`src/rtl/bsram_pkg.sv`:
```
package bsram_pkg;

  typedef enum logic [2:0] {
    CYC_IDLE,
    CYC_DESEL,
    CYC_BEGIN_RD,
    CYC_BEGIN_WR,
    CYC_CONT,
    CYC_SUSP
  } cyc_e;

  typedef enum logic [1:0] {
    BOP_NONE,
    BOP_RD,
    BOP_WR
  } bop_e;

  // Low two address bits of beat 'step' of a burst starting at 'start'.
  function automatic logic [1:0] burst_lo(input logic [1:0] start,
                                          input logic [1:0] step,
                                          input logic       xor_order);
    logic [1:0] r;
    if (xor_order) r = start ^ step;
    else           r = start + step;
    return r;
  endfunction

endpackage

```
`src/rtl/bsram_cycle_dec.sv`:
```
module bsram_cycle_dec
  import bsram_pkg::*;
#(
  parameter int NBYTES = 4
) (
  input  logic              sel_a_n,
  input  logic              sel_b,
  input  logic              sel_c_n,
  input  logic              strb_host_n,
  input  logic              strb_ctl_n,
  input  logic              step_n,
  input  logic              wr_all_n,
  input  logic              wr_byte_n,
  input  logic [NBYTES-1:0] lane_n,
  input  logic              nap,
  output cyc_e              cyc,
  output logic [NBYTES-1:0] wmask,
  output logic              is_write
);

  logic chip_on;

  assign chip_on = !sel_a_n && sel_b && !sel_c_n;

  // Per-lane write enables; global write forces every lane.
  for (genvar b = 0; b < NBYTES; b++) begin : g_lane
    assign wmask[b] = !wr_all_n || (!wr_byte_n && !lane_n[b]);
  end

  assign is_write = |wmask;

  // Priority: sleep, host strobe (only when primary select active),
  // controller strobe, then advance/hold.
  always_comb begin
    if (nap)                               cyc = CYC_IDLE;
    else if (!strb_host_n && !sel_a_n)     cyc = chip_on ? CYC_BEGIN_RD : CYC_DESEL;
    else if (!strb_ctl_n) begin
      if (!chip_on)                        cyc = CYC_DESEL;
      else if (is_write)                   cyc = CYC_BEGIN_WR;
      else                                 cyc = CYC_BEGIN_RD;
    end
    else if (!step_n)                      cyc = CYC_CONT;
    else                                   cyc = CYC_SUSP;
  end

endmodule

```
`src/rtl/bsram_burst_seq.sv`:
```
module bsram_burst_seq
  import bsram_pkg::*;
#(
  parameter int AW = 6
) (
  input  logic          clk,
  input  logic          rst_n,
  input  cyc_e          cyc,
  input  logic [AW-1:0] addr,
  input  logic          order_xor,
  output logic [AW-1:0] acc_addr,
  output logic          acc_rd,
  output logic          acc_wr,
  output bop_e          op
);

  logic [AW-1:0] base_q;
  logic [1:0]    cnt_q;
  logic [1:0]    step_c;
  bop_e          op_q;

  assign op = op_q;

  always_comb begin
    acc_rd   = 1'b0;
    acc_wr   = 1'b0;
    acc_addr = addr;
    step_c   = cnt_q;
    case (cyc)
      CYC_BEGIN_RD: acc_rd = 1'b1;
      CYC_BEGIN_WR: acc_wr = 1'b1;
      CYC_CONT, CYC_SUSP: begin
        step_c   = (cyc == CYC_CONT) ? cnt_q + 2'd1 : cnt_q;
        acc_addr = {base_q[AW-1:2], burst_lo(base_q[1:0], step_c, order_xor)};
        acc_rd   = (op_q == BOP_RD);
        acc_wr   = (op_q == BOP_WR);
      end
      default: ;
    endcase
  end

  always_ff @(posedge clk or negedge rst_n) begin
    if (!rst_n) begin
      op_q   <= BOP_NONE;
      base_q <= '0;
      cnt_q  <= '0;
    end else begin
      case (cyc)
        CYC_BEGIN_RD: begin op_q <= BOP_RD; base_q <= addr; cnt_q <= '0; end
        CYC_BEGIN_WR: begin op_q <= BOP_WR; base_q <= addr; cnt_q <= '0; end
        CYC_CONT:     if (op_q != BOP_NONE) cnt_q <= step_c;
        CYC_DESEL, CYC_IDLE: op_q <= BOP_NONE;
        default: ;
      endcase
    end
  end

  // advancing or holding never moves the burst's start address.
  assert_base_kept_R5: assert property (@(posedge clk) disable iff (!rst_n)
    (cyc == CYC_CONT || cyc == CYC_SUSP) |=> (base_q == $past(base_q)));

endmodule

```
`src/rtl/bsram_array.sv`:
```
module bsram_array #(
  parameter int AW     = 6,
  parameter int DW     = 32,
  parameter int NBYTES = 4
) (
  input  logic              clk,
  input  logic              rst_n,
  input  logic              acc_wr,
  input  logic              acc_rd,
  input  logic [NBYTES-1:0] wmask,
  input  logic [AW-1:0]     acc_addr,
  input  logic [DW-1:0]     wdata,
  output logic [DW-1:0]     dout,
  output logic              dval
);

  localparam int DEPTH  = 1 << AW;
  localparam int LANE_W = DW / NBYTES;

  logic          rd_pend_q;
  logic [AW-1:0] rd_addr_q;
  logic          dval_q;

  // Stage 1: register the read request.
  always_ff @(posedge clk or negedge rst_n) begin
    if (!rst_n) begin
      rd_pend_q <= 1'b0;
      rd_addr_q <= '0;
      dval_q    <= 1'b0;
    end else begin
      rd_pend_q <= acc_rd;
      rd_addr_q <= acc_addr;
      dval_q    <= rd_pend_q;
    end
  end

  assign dval = dval_q;

  // One storage column per byte lane; stage 2 fills the output register.
  for (genvar b = 0; b < NBYTES; b++) begin : g_col
    logic [LANE_W-1:0] col_mem [DEPTH];
    logic [LANE_W-1:0] col_q;

    always_ff @(posedge clk) begin
      if (acc_wr && wmask[b]) col_mem[acc_addr] <= wdata[b*LANE_W +: LANE_W];
    end

    always_ff @(posedge clk or negedge rst_n) begin
      if (!rst_n)         col_q <= '0;
      else if (rd_pend_q) col_q <= col_mem[rd_addr_q];
    end

    assign dout[b*LANE_W +: LANE_W] = col_q;
  end

  // a write access never schedules output data.
  assert_wr_no_read_R4: assert property (@(posedge clk) disable iff (!rst_n)
    acc_wr |=> !rd_pend_q);

endmodule

```
`src/rtl/bsram_top.sv`:
```
module bsram_top
  import bsram_pkg::*;
#(
  parameter int AW     = 6,
  parameter int DW     = 32,
  parameter int NBYTES = 4
) (
  input  logic              clk,
  input  logic              rst_n,
  input  logic              sel_a_n,
  input  logic              sel_b,
  input  logic              sel_c_n,
  input  logic              strb_host_n,
  input  logic              strb_ctl_n,
  input  logic              step_n,
  input  logic              wr_all_n,
  input  logic              wr_byte_n,
  input  logic [NBYTES-1:0] lane_n,
  input  logic              order_xor,
  input  logic              nap,
  input  logic              drive_n,
  input  logic [AW-1:0]     addr,
  input  logic [DW-1:0]     wdata,
  output logic [DW-1:0]     rdata,
  output logic              rvalid
);

  cyc_e              cyc;
  logic [NBYTES-1:0] wmask;
  logic              is_write;
  logic [AW-1:0]     acc_addr;
  logic              acc_rd;
  logic              acc_wr;
  bop_e              burst_op;
  logic [DW-1:0]     dout;
  logic              dval;

  // Named events for the assertions.
  logic ev_desel, ev_begin_rd, ev_host_ignored;
  assign ev_desel        = (cyc == CYC_DESEL);
  assign ev_begin_rd     = (cyc == CYC_BEGIN_RD);
  assign ev_host_ignored = !nap && !strb_host_n && sel_a_n && strb_ctl_n;

  bsram_cycle_dec #(.NBYTES(NBYTES)) u_dec (
    .sel_a_n(sel_a_n), .sel_b(sel_b), .sel_c_n(sel_c_n),
    .strb_host_n(strb_host_n), .strb_ctl_n(strb_ctl_n), .step_n(step_n),
    .wr_all_n(wr_all_n), .wr_byte_n(wr_byte_n), .lane_n(lane_n), .nap(nap),
    .cyc(cyc), .wmask(wmask), .is_write(is_write)
  );

  bsram_burst_seq #(.AW(AW)) u_seq (
    .clk(clk), .rst_n(rst_n), .cyc(cyc), .addr(addr), .order_xor(order_xor),
    .acc_addr(acc_addr), .acc_rd(acc_rd), .acc_wr(acc_wr), .op(burst_op)
  );

  bsram_array #(.AW(AW), .DW(DW), .NBYTES(NBYTES)) u_arr (
    .clk(clk), .rst_n(rst_n), .acc_wr(acc_wr), .acc_rd(acc_rd), .wmask(wmask),
    .acc_addr(acc_addr), .wdata(wdata), .dout(dout), .dval(dval)
  );

  // Combinational output enable in front of the registered data.
  assign rvalid = dval && !drive_n;
  assign rdata  = rvalid ? dout : '0;

  // a deselect turns the output off one edge later.
  assert_desel_off_R1: assert property (@(posedge clk) disable iff (!rst_n)
    ev_desel |=> ##1 !dval);

  // a begun read yields data after the following edge.
  assert_read_lat_R7: assert property (@(posedge clk) disable iff (!rst_n)
    ev_begin_rd |=> ##1 dval);

  // no array access while sleeping.
  assert_nap_quiet_R9: assert property (@(posedge clk) disable iff (!rst_n)
    nap |-> (!acc_rd && !acc_wr));

  // an ignored host strobe never starts or ends a burst.
  assert_host_ignored_R2: assert property (@(posedge clk) disable iff (!rst_n)
    ev_host_ignored |-> (cyc == CYC_CONT || cyc == CYC_SUSP));

  // beats of a running write burst never read.
  assert_wr_burst_type_R11: assert property (@(posedge clk) disable iff (!rst_n)
    (burst_op == BOP_WR && (cyc == CYC_CONT || cyc == CYC_SUSP)) |-> !acc_rd);

endmodule

```
`config.mk`:
```
export PLATFORM = sky130hd
export DESIGN_NAME = bsram_top
export DESIGN_NICKNAME = d
export VERILOG_FILES = /design/src/rtl/bsram_pkg.sv /design/src/rtl/bsram_cycle_dec.sv /design/src/rtl/bsram_burst_seq.sv /design/src/rtl/bsram_array.sv /design/src/rtl/bsram_top.sv
export SDC_FILE = /design/constraint.sdc
export NUM_CORES = 2
export LEC_CHECK = 0
export CAP_MARGIN = 10
export CORE_ASPECT_RATIO = 1.5
export CORE_MARGIN = 1
export CORE_UTILIZATION = 40
export DETAILED_ROUTE_END_ITERATION = 10
export DONT_BUFFER_PORTS = 1
export SYNTH_ARGS = -nofsm -noshare
export SYNTH_HDL_FRONTEND = slang
export SYNTH_SLANG_ARGS = --single-unit
export TNS_END_PERCENT = 1
```
`constraint.sdc`:
```
create_clock -name clk -period 3.9 [get_ports clk]
set_input_delay 0.78 -clock clk [delete_from_list [all_inputs] [get_ports clk]]
set_output_delay 0.78 -clock clk [all_outputs]
set_load 0.05 [all_outputs]
```
### After elaboration in Yosys (flattened, before gate mapping)

Memory sizes are Yosys's and may differ from the RTL's. A register that Yosys moved wholly into a read port is not among the register bits.
Index checks and enable logic that the tools add are counted.

| operators by class | value |
|---|---|
| bitwise operators | 1 |
| mux-type cells | 25 |
| add/sub/neg operators | 2 |
| reductions and logical operators | 39 |
| eq/ne operators | 9 |

Operators with widths:

| kind | count |
|---|---|
| $mux 32 | 1 |
| $logic_not 1->1 | 14 |
| $logic_and 1x1->1 | 12 |
| $mux 3 | 4 |
| $mux 1 | 10 |
| $mux 2 | 5 |
| $eq 3x2->1 const B | 2 |
| $eq 3x3->1 const B | 2 |
| $mux 6 | 1 |
| $pmux 2 s3 | 1 |
| $reduce_or 2->1 | 3 |
| $logic_or 1x1->1 | 4 |
| $ne 2x2->1 const B | 2 |
| $pmux 1 s2 | 2 |
| $pmux 2 s2 | 1 |
| $reduce_bool 2->1 | 2 |
| $reduce_or 4->1 | 1 |
| $eq 3x1->1 const B | 1 |
| $logic_not 3->1 | 1 |
| $reduce_and 3->1 | 1 |
| $reduce_bool 3->1 | 1 |
| $add 2x1->2 const B | 1 |
| $add 2x2->2 | 1 |
| $eq 2x1->1 const B | 1 |
| other kinds (2) | 2 |

| word-level totals | value |
|---|---|
| bits in registers | 18 |
| bits of input ports | 55 |
| RAM bits | 2,048 |
| word-level logic and storage cells | 86 |
| memories | 4 |
| output and inout port bits | 33 |

Memory list:

| memory | depth | bits a word | rd ports | clocked after memory_dff | write ports | line | text |
|---|---|---|---|---|---|---|---|
| u_arr.g_col[0].col_mem | 64 | 8 | 1 | 1 | 1 | bsram_array.sv:41 | `logic [LANE_W-1:0] col_mem [DEPTH];` |
| u_arr.g_col[1].col_mem | 64 | 8 | 1 | 1 | 1 | bsram_array.sv:41 |  |
| u_arr.g_col[2].col_mem | 64 | 8 | 1 | 1 | 1 | bsram_array.sv:41 |  |
| u_arr.g_col[3].col_mem | 64 | 8 | 1 | 1 | 1 | bsram_array.sv:41 |  |

### Depth between registers and ports, before layout

| depth | value |
|---|---|
| depth after elaboration | 15 |
| depth in mapped cells | 14 |
| depth with buffers taken out | 11 |

### By module

A second synthesis with hierarchy kept.

| unflattened totals | value |
|---|---|
| cell total of the unflattened synthesis | 4,240 |
| area total of the unflattened synthesis | 82,287.7 um2 |

Modules (own cells, without submodules):

| module | area an instance (um2) | times used | seq. area each (um2) | cells each |
|---|---|---|---|---|
| bsram_array | 81,226.7 | 1 | 62,499.9 | 4,130 |
| bsram_burst_seq | 639.4 | 1 | 250.2 | 55 |
| bsram_top | 339.1 | 1 | 0.0 | 39 |
| bsram_cycle_dec | 82.6 | 1 | 0.0 | 16 |

### Worst setup path before layout

OpenSTA, ideal clock, no wires.

| timing path | value |
|---|---|
| kind | input to register |
| start point | in sel_a_n |
| end point | mem u_arr.g_col[0].col_mem[10][0] in the netlist's numbering, enable pin |
| stages | 12 |
| arrival time | 3.586 ns |
| buffers on the path | 2 |
| library setup time | 0.383 ns |
| slack | -0.069 ns |
| required time | 3.517 ns |
| path through | nor3b_2 nor4b_1 o21ai_0 xnor2_1 ha_1 nor2b_1 xnor2_1 a2111o_1 and3_4 buf_6 buf_6 nor3_1 |

| between the ends | value |
|---|---|
| longest elaborated chain between the ends | 13 |
| elaborated cells between the ends (all ways) | 22 |
| classes of those cells | add/sub: 1; eq/ne: 3; mux: 11; bitwise: 1; reduce/logical: 6 |

Ends and longest elaborated chain:

| item | line | text |
|---|---|---|
| start, declared | bsram_top.sv:10 | `input logic sel_a_n,` |
| $logic_not 1->1 * | bsram_cycle_dec.sv:23, bsram_cycle_dec.sv:36 |  |
| $logic_and 1x1->1 (2 in a row) | bsram_cycle_dec.sv:23 | `assign chip_on = !sel_a_n && sel_b && !sel_c_n;` |
| $mux 3 | bsram_cycle_dec.sv:38 | `if (!chip_on) cyc = CYC_DESEL;` |
| $mux 3 | bsram_cycle_dec.sv:37 | `else if (!strb_ctl_n) begin` |
| $mux 3 * | bsram_cycle_dec.sv:36 | `else if (!strb_host_n && !sel_a_n) cyc = chip_on ? CYC_BEGIN_RD : CYC_DESEL;` |
| $mux 3 * | bsram_cycle_dec.sv:35 | `if (nap) cyc = CYC_IDLE;` |
| branches (longest 6 deep; another with $add 2x2->2) | -- |  |
| end, declared | bsram_array.sv:41 |  |

Every way passes the cells marked *.

### Worst setup path after layout

| timing path | value |
|---|---|
| start point | in lane_n[2] |
| end point | mem u_arr.g_col[0].col_mem[1][5] in the netlist's numbering, enable pin |

| between the ends | value |
|---|---|
| longest elaborated chain between the ends | 15 |
| elaborated cells between the ends (all ways) | 22 |
| classes of those cells | add/sub: 1; eq/ne: 3; mux: 11; bitwise: 1; reduce/logical: 6 |

Ends and longest elaborated chain:

| item | line | text |
|---|---|---|
| start, declared | bsram_top.sv:18 | `input logic [NBYTES-1:0] lane_n,` |
| $logic_not 1->1 * | bsram_cycle_dec.sv:27 | `assign wmask[b] = !wr_all_n \|\| (!wr_byte_n && !lane_n[b]);` |
| $logic_and 1x1->1 * | bsram_cycle_dec.sv:27 |  |
| $logic_or 1x1->1 * | bsram_cycle_dec.sv:27 |  |
| $reduce_or 4->1 * | bsram_cycle_dec.sv:30 | `assign is_write = \|wmask;` |
| $mux 1 * | bsram_cycle_dec.sv:39 | `else if (is_write) cyc = CYC_BEGIN_WR;` |
| $mux 3 * | bsram_cycle_dec.sv:38 |  |
| $mux 3 * | bsram_cycle_dec.sv:37 |  |
| $mux 3 * | bsram_cycle_dec.sv:36 |  |
| $mux 3 * | bsram_cycle_dec.sv:35 |  |
| branches (longest 6 deep; another with $add 2x2->2) | -- |  |

Marked as above.

==> impl_results.md <==
* Part of the cycle the worst path needs at 92.18%
* Die ar. at 0.2074 mm^2
* Worst VDD drop at 0.3839 mV
* Starting DRT DRC Count at 4,005
* WHS Path Cells at 0
* Clk buf depth at 4
* Worst R2R Path Depth at 5
* CP required at 4300 ps
* Clk slew on worst S/H paths at 70 ps
* Post-CTS resize count at 0
* Tot GR Track Use at 21.42%
* Relative slew margins at 22.79%
* Hold Fails Final Rpt at 0
* Clk root buf: clkbuf_16
* Starting Density at 40.30%
* # nets final at 4,741
* # setup viols final at 0
* Max FO, Critical Path at 13
* Most common cell in the synthesized netlist: edfxtp_1
* Worst path most repeated cell: xnor2_1
* Worst-margin pin slew at 1149 ps
* Slowest-stage cell, CP: nor3_1
* CTS Buf Count at 189
* Setup ws final at 305.1 ps
* Num rows at 203
* P&R area growth vs syn at 14.92%
* # port buffers at 0
* Postcts setup bufs at 0
* Final-report max-slew violation count at 0
* Count of cell types in the netlist at 54
* CTS sink cnt at 2,098
* Pre-antenna DRT Iters at 6
* Grt ovf at 0
* Crit path DAT at 3990 ps
* CTS tree: done
* H-tree depth at 4
* Leading area contributor after synthesis: edfxtp_1
* Synthesized cell area at 0.08220 mm^2
* Routed len/inst at 29.92 um
* WHS at 42.22 ps
* # fillers at 16,954
* Initial antenna violation count at 15
* Net Count, Synth at 4,377
* CP startpoint: lane_n[2]
* Fmax at 278.2 MHz
* Design area at 0.09447 mm^2
* # IOs at 88
* Clock Skew at 53.72 ps
* RSZ-0062 raised after global routing: no
* Sequential area share after synthesis at 76.34%
* Ys async rst share at 2.383%
* Routed via count at 42,761
* First-pass GRT wire length at 316.3 mm
* Lkg Pwr at 31.20 nW
* Final Critical Period at 3595 ps
* CP Class: in2reg
* Placed Area at 0.08823 mm^2
* Place WS at -593.3 ps
* DIE WIDTH at 372.1 um
* Clk Latency, worst-skew pair at 830 ps
* CP max stage delay at 920 ps
* Synth area leaders: edfxtp_1 (75%), mux4_2 (7.0%), mux2i_1 (6.2%), a22oi_1 (2.0%), nor3_1 (1.8%)
* Multi-input gate area at 0.01816 mm^2
* Mean Syn Cell Area at 19.02 um^2
* Most used flip-flop cell after synthesis: edfxtp_1
* Outcome: complete, no violations
* Share of layout cells above drive strength 1 at 21.90%
* CP Cell Sequence: a31oi_1, nor4b_1, buf_4, o21ai_0, xnor2_1, ha_1, nor2b_1, xnor2_1, a2111o_1, and3_4, inv_4, buf_12, nor3_1
* Hold path startpoint: wdata[8]
* Routability congestion estimate at 0.8734
* DRC Markers at 0
* Vias in the first global route at 43,706
* Max cap viols at 0
* Ys Warns at 0
* Register area at 0.06276 mm^2
* Post-synth EDFFs at 2,048
* Core Box Area at 0.2040 mm^2
* Die H at 557.2 um
* CP endpoint kind: flop
* Largest net degree at the start of global routing at 137
* Final wirelength at 224.5 mm
* Post-synth top cells: edfxtp_1 (2,048), mux2i_1 (513), nor3_1 (289)
* Cell Pwr Density at 502.4 mW/mm^2
* HP Class: in2reg
* Startpoint Class: primary input
* Post-layout util at 46.32%
* Routed vias/inst at 5.700
* Worst r2r src: u_arr.rd_addr_q[4]$_DFF_PN0_
* DRT antenna net count at 0
* Post-synth top area share at 74.82%
* Detailed Place HPWL at 145.2 mm
* R2R Setup Slk at 700 ps
* Synth Register Bits at 2,098
* Gate Count Post-Synth at 4,321
## flip-flops by register name, summed over array words and instances, names as in the netlist
register,count
u_seq.cnt_q,2
u_seq.op,2
u_arr.g_col.col_mem,2048
u_arr.dval,1
u_seq.base_q,6
u_arr.rd_pend_q,1
u_arr.rd_addr_q,6
u_arr.g_col.col_q,32
## routing by layer
| metal | up-vias | global-route usage, % | routed length, um | share of wire (%) |
|---|---|---|---|---|
| met5 | - | 0 | 11 | 0.0049 |
| li1 | 18464 | - | - | - |
| met4 | 2 | 9.105 | 10130 | 4.5 |
| met2 | 1574 | 37.26 | 115000 | 51 |
| met3 | 405 | 4.167 | 15850 | 7.1 |
| met1 | 22316 | 25.77 | 83520 | 37 |
## stage by stage
step	std cells	power [mW]	TNS [ps]
6_report	7502	47.46	0
3_5_place_dp	7153	29.21	-459710
5_1_grt	7497	48.69	0
3_3_place_gp	7152	29.20	-801760
2_1_floorplan	4321	27.90	-63420
4_1_cts	7492	47.75	0
## cells by family (layout without fill, tap and decap cells)
logic type	Yosys count	in the layout	share of synthesized area, %
adder cells (fa/ha/maj)	1	1	0.01522
buffers and inverters	289	799	1.697
AO/OA/AOI/OAI	483	483	4.378
multiplexers	780	780	13.43
XOR/XNOR	3	3	0.03197
flip-flops	2098	2098	76.34
other	0	6	0
AND/OR/NAND/NOR	667	667	4.113
## repair_timing
item	4_1_cts	5_1_grt
hold buffers	2	0
setup endpoints to repair	0	0
endpoints found under the hold margin	50	0
## final timing paths
kind / end
setup / recovery: u_arr.g_col[0].col_mem[1][5]$_DFFE_PP_
hold / removal: u_arr.g_col[1].col_mem[14][0]$_DFFE_PP_
max in group asynchronous: u_arr.rd_addr_q[2]$_DFF_PN0_
hold reg to reg: u_arr.rd_pend_q$_DFF_PN0_
setup reg to reg: u_arr.g_col[0].col_q[3]$_DFFE_PN0P_
min in group asynchronous: u_arr.g_col[0].col_q[3]$_DFFE_PN0P_
## worst max-delay path, delay by kind of cell
kind,cells,cell delay (ps)
AO/OA/AOI/OAI,3,840
XOR/XNOR,2,340
adder cells (fa/ha/maj),1,150
buffers and inverters,3,410
AND/OR/NAND/NOR,4,1470
## power by group
part / internal (mW) / switching (mW)
combinational: 1.59 / 2.28
sequential: 24.8 / 0.103
clock: 10.7 / 8.05
total: 37.0 / 10.4
## cell type report
| cell class | count | area share (%) |
|---|---|---|
| Clock buffer | 234 | 5.360 |
| Antenna cell | 6 | 0.01589 |
| Inverter | 3 | 0.01457 |
| Multi-Input combinational cell | 1934 | 19.22 |
| Sequential cell | 2098 | 66.43 |
| Clock inverter | 103 | 1.167 |
| Timing Repair Buffer | 459 | 4.257 |
| Tap cell | 2665 | 3.530 |
## cells in the final DEF, fill, tap and decap left out, drive strengths merged, types with 8 or more instances in the layout
cell type | Yosys | layout
o21ai | 53 | 53
bufinv | 0 | 22
mux2 | 10 | 10
and2 | 34 | 34
inv | 3 | 8
dfrtp | 50 | 50
clkinv | 0 | 68
mux4 | 256 | 256
clkinvlp | 0 | 8
nand2 | 110 | 110
nand3 | 66 | 66
o22ai | 65 | 65
nor3 | 289 | 289
mux2i | 514 | 514
o221ai | 32 | 32
a221o | 32 | 32
nor2 | 72 | 72
edfxtp | 2048 | 2048
nor2b | 13 | 13
nand4 | 32 | 32
a22oi | 224 | 224
nand2b | 38 | 38
a221oi | 32 | 32
clkbuf | 128 | 235
buf | 158 | 457
a21oi | 33 | 33
Note: power is estimated with default switching activity, not from simulation.
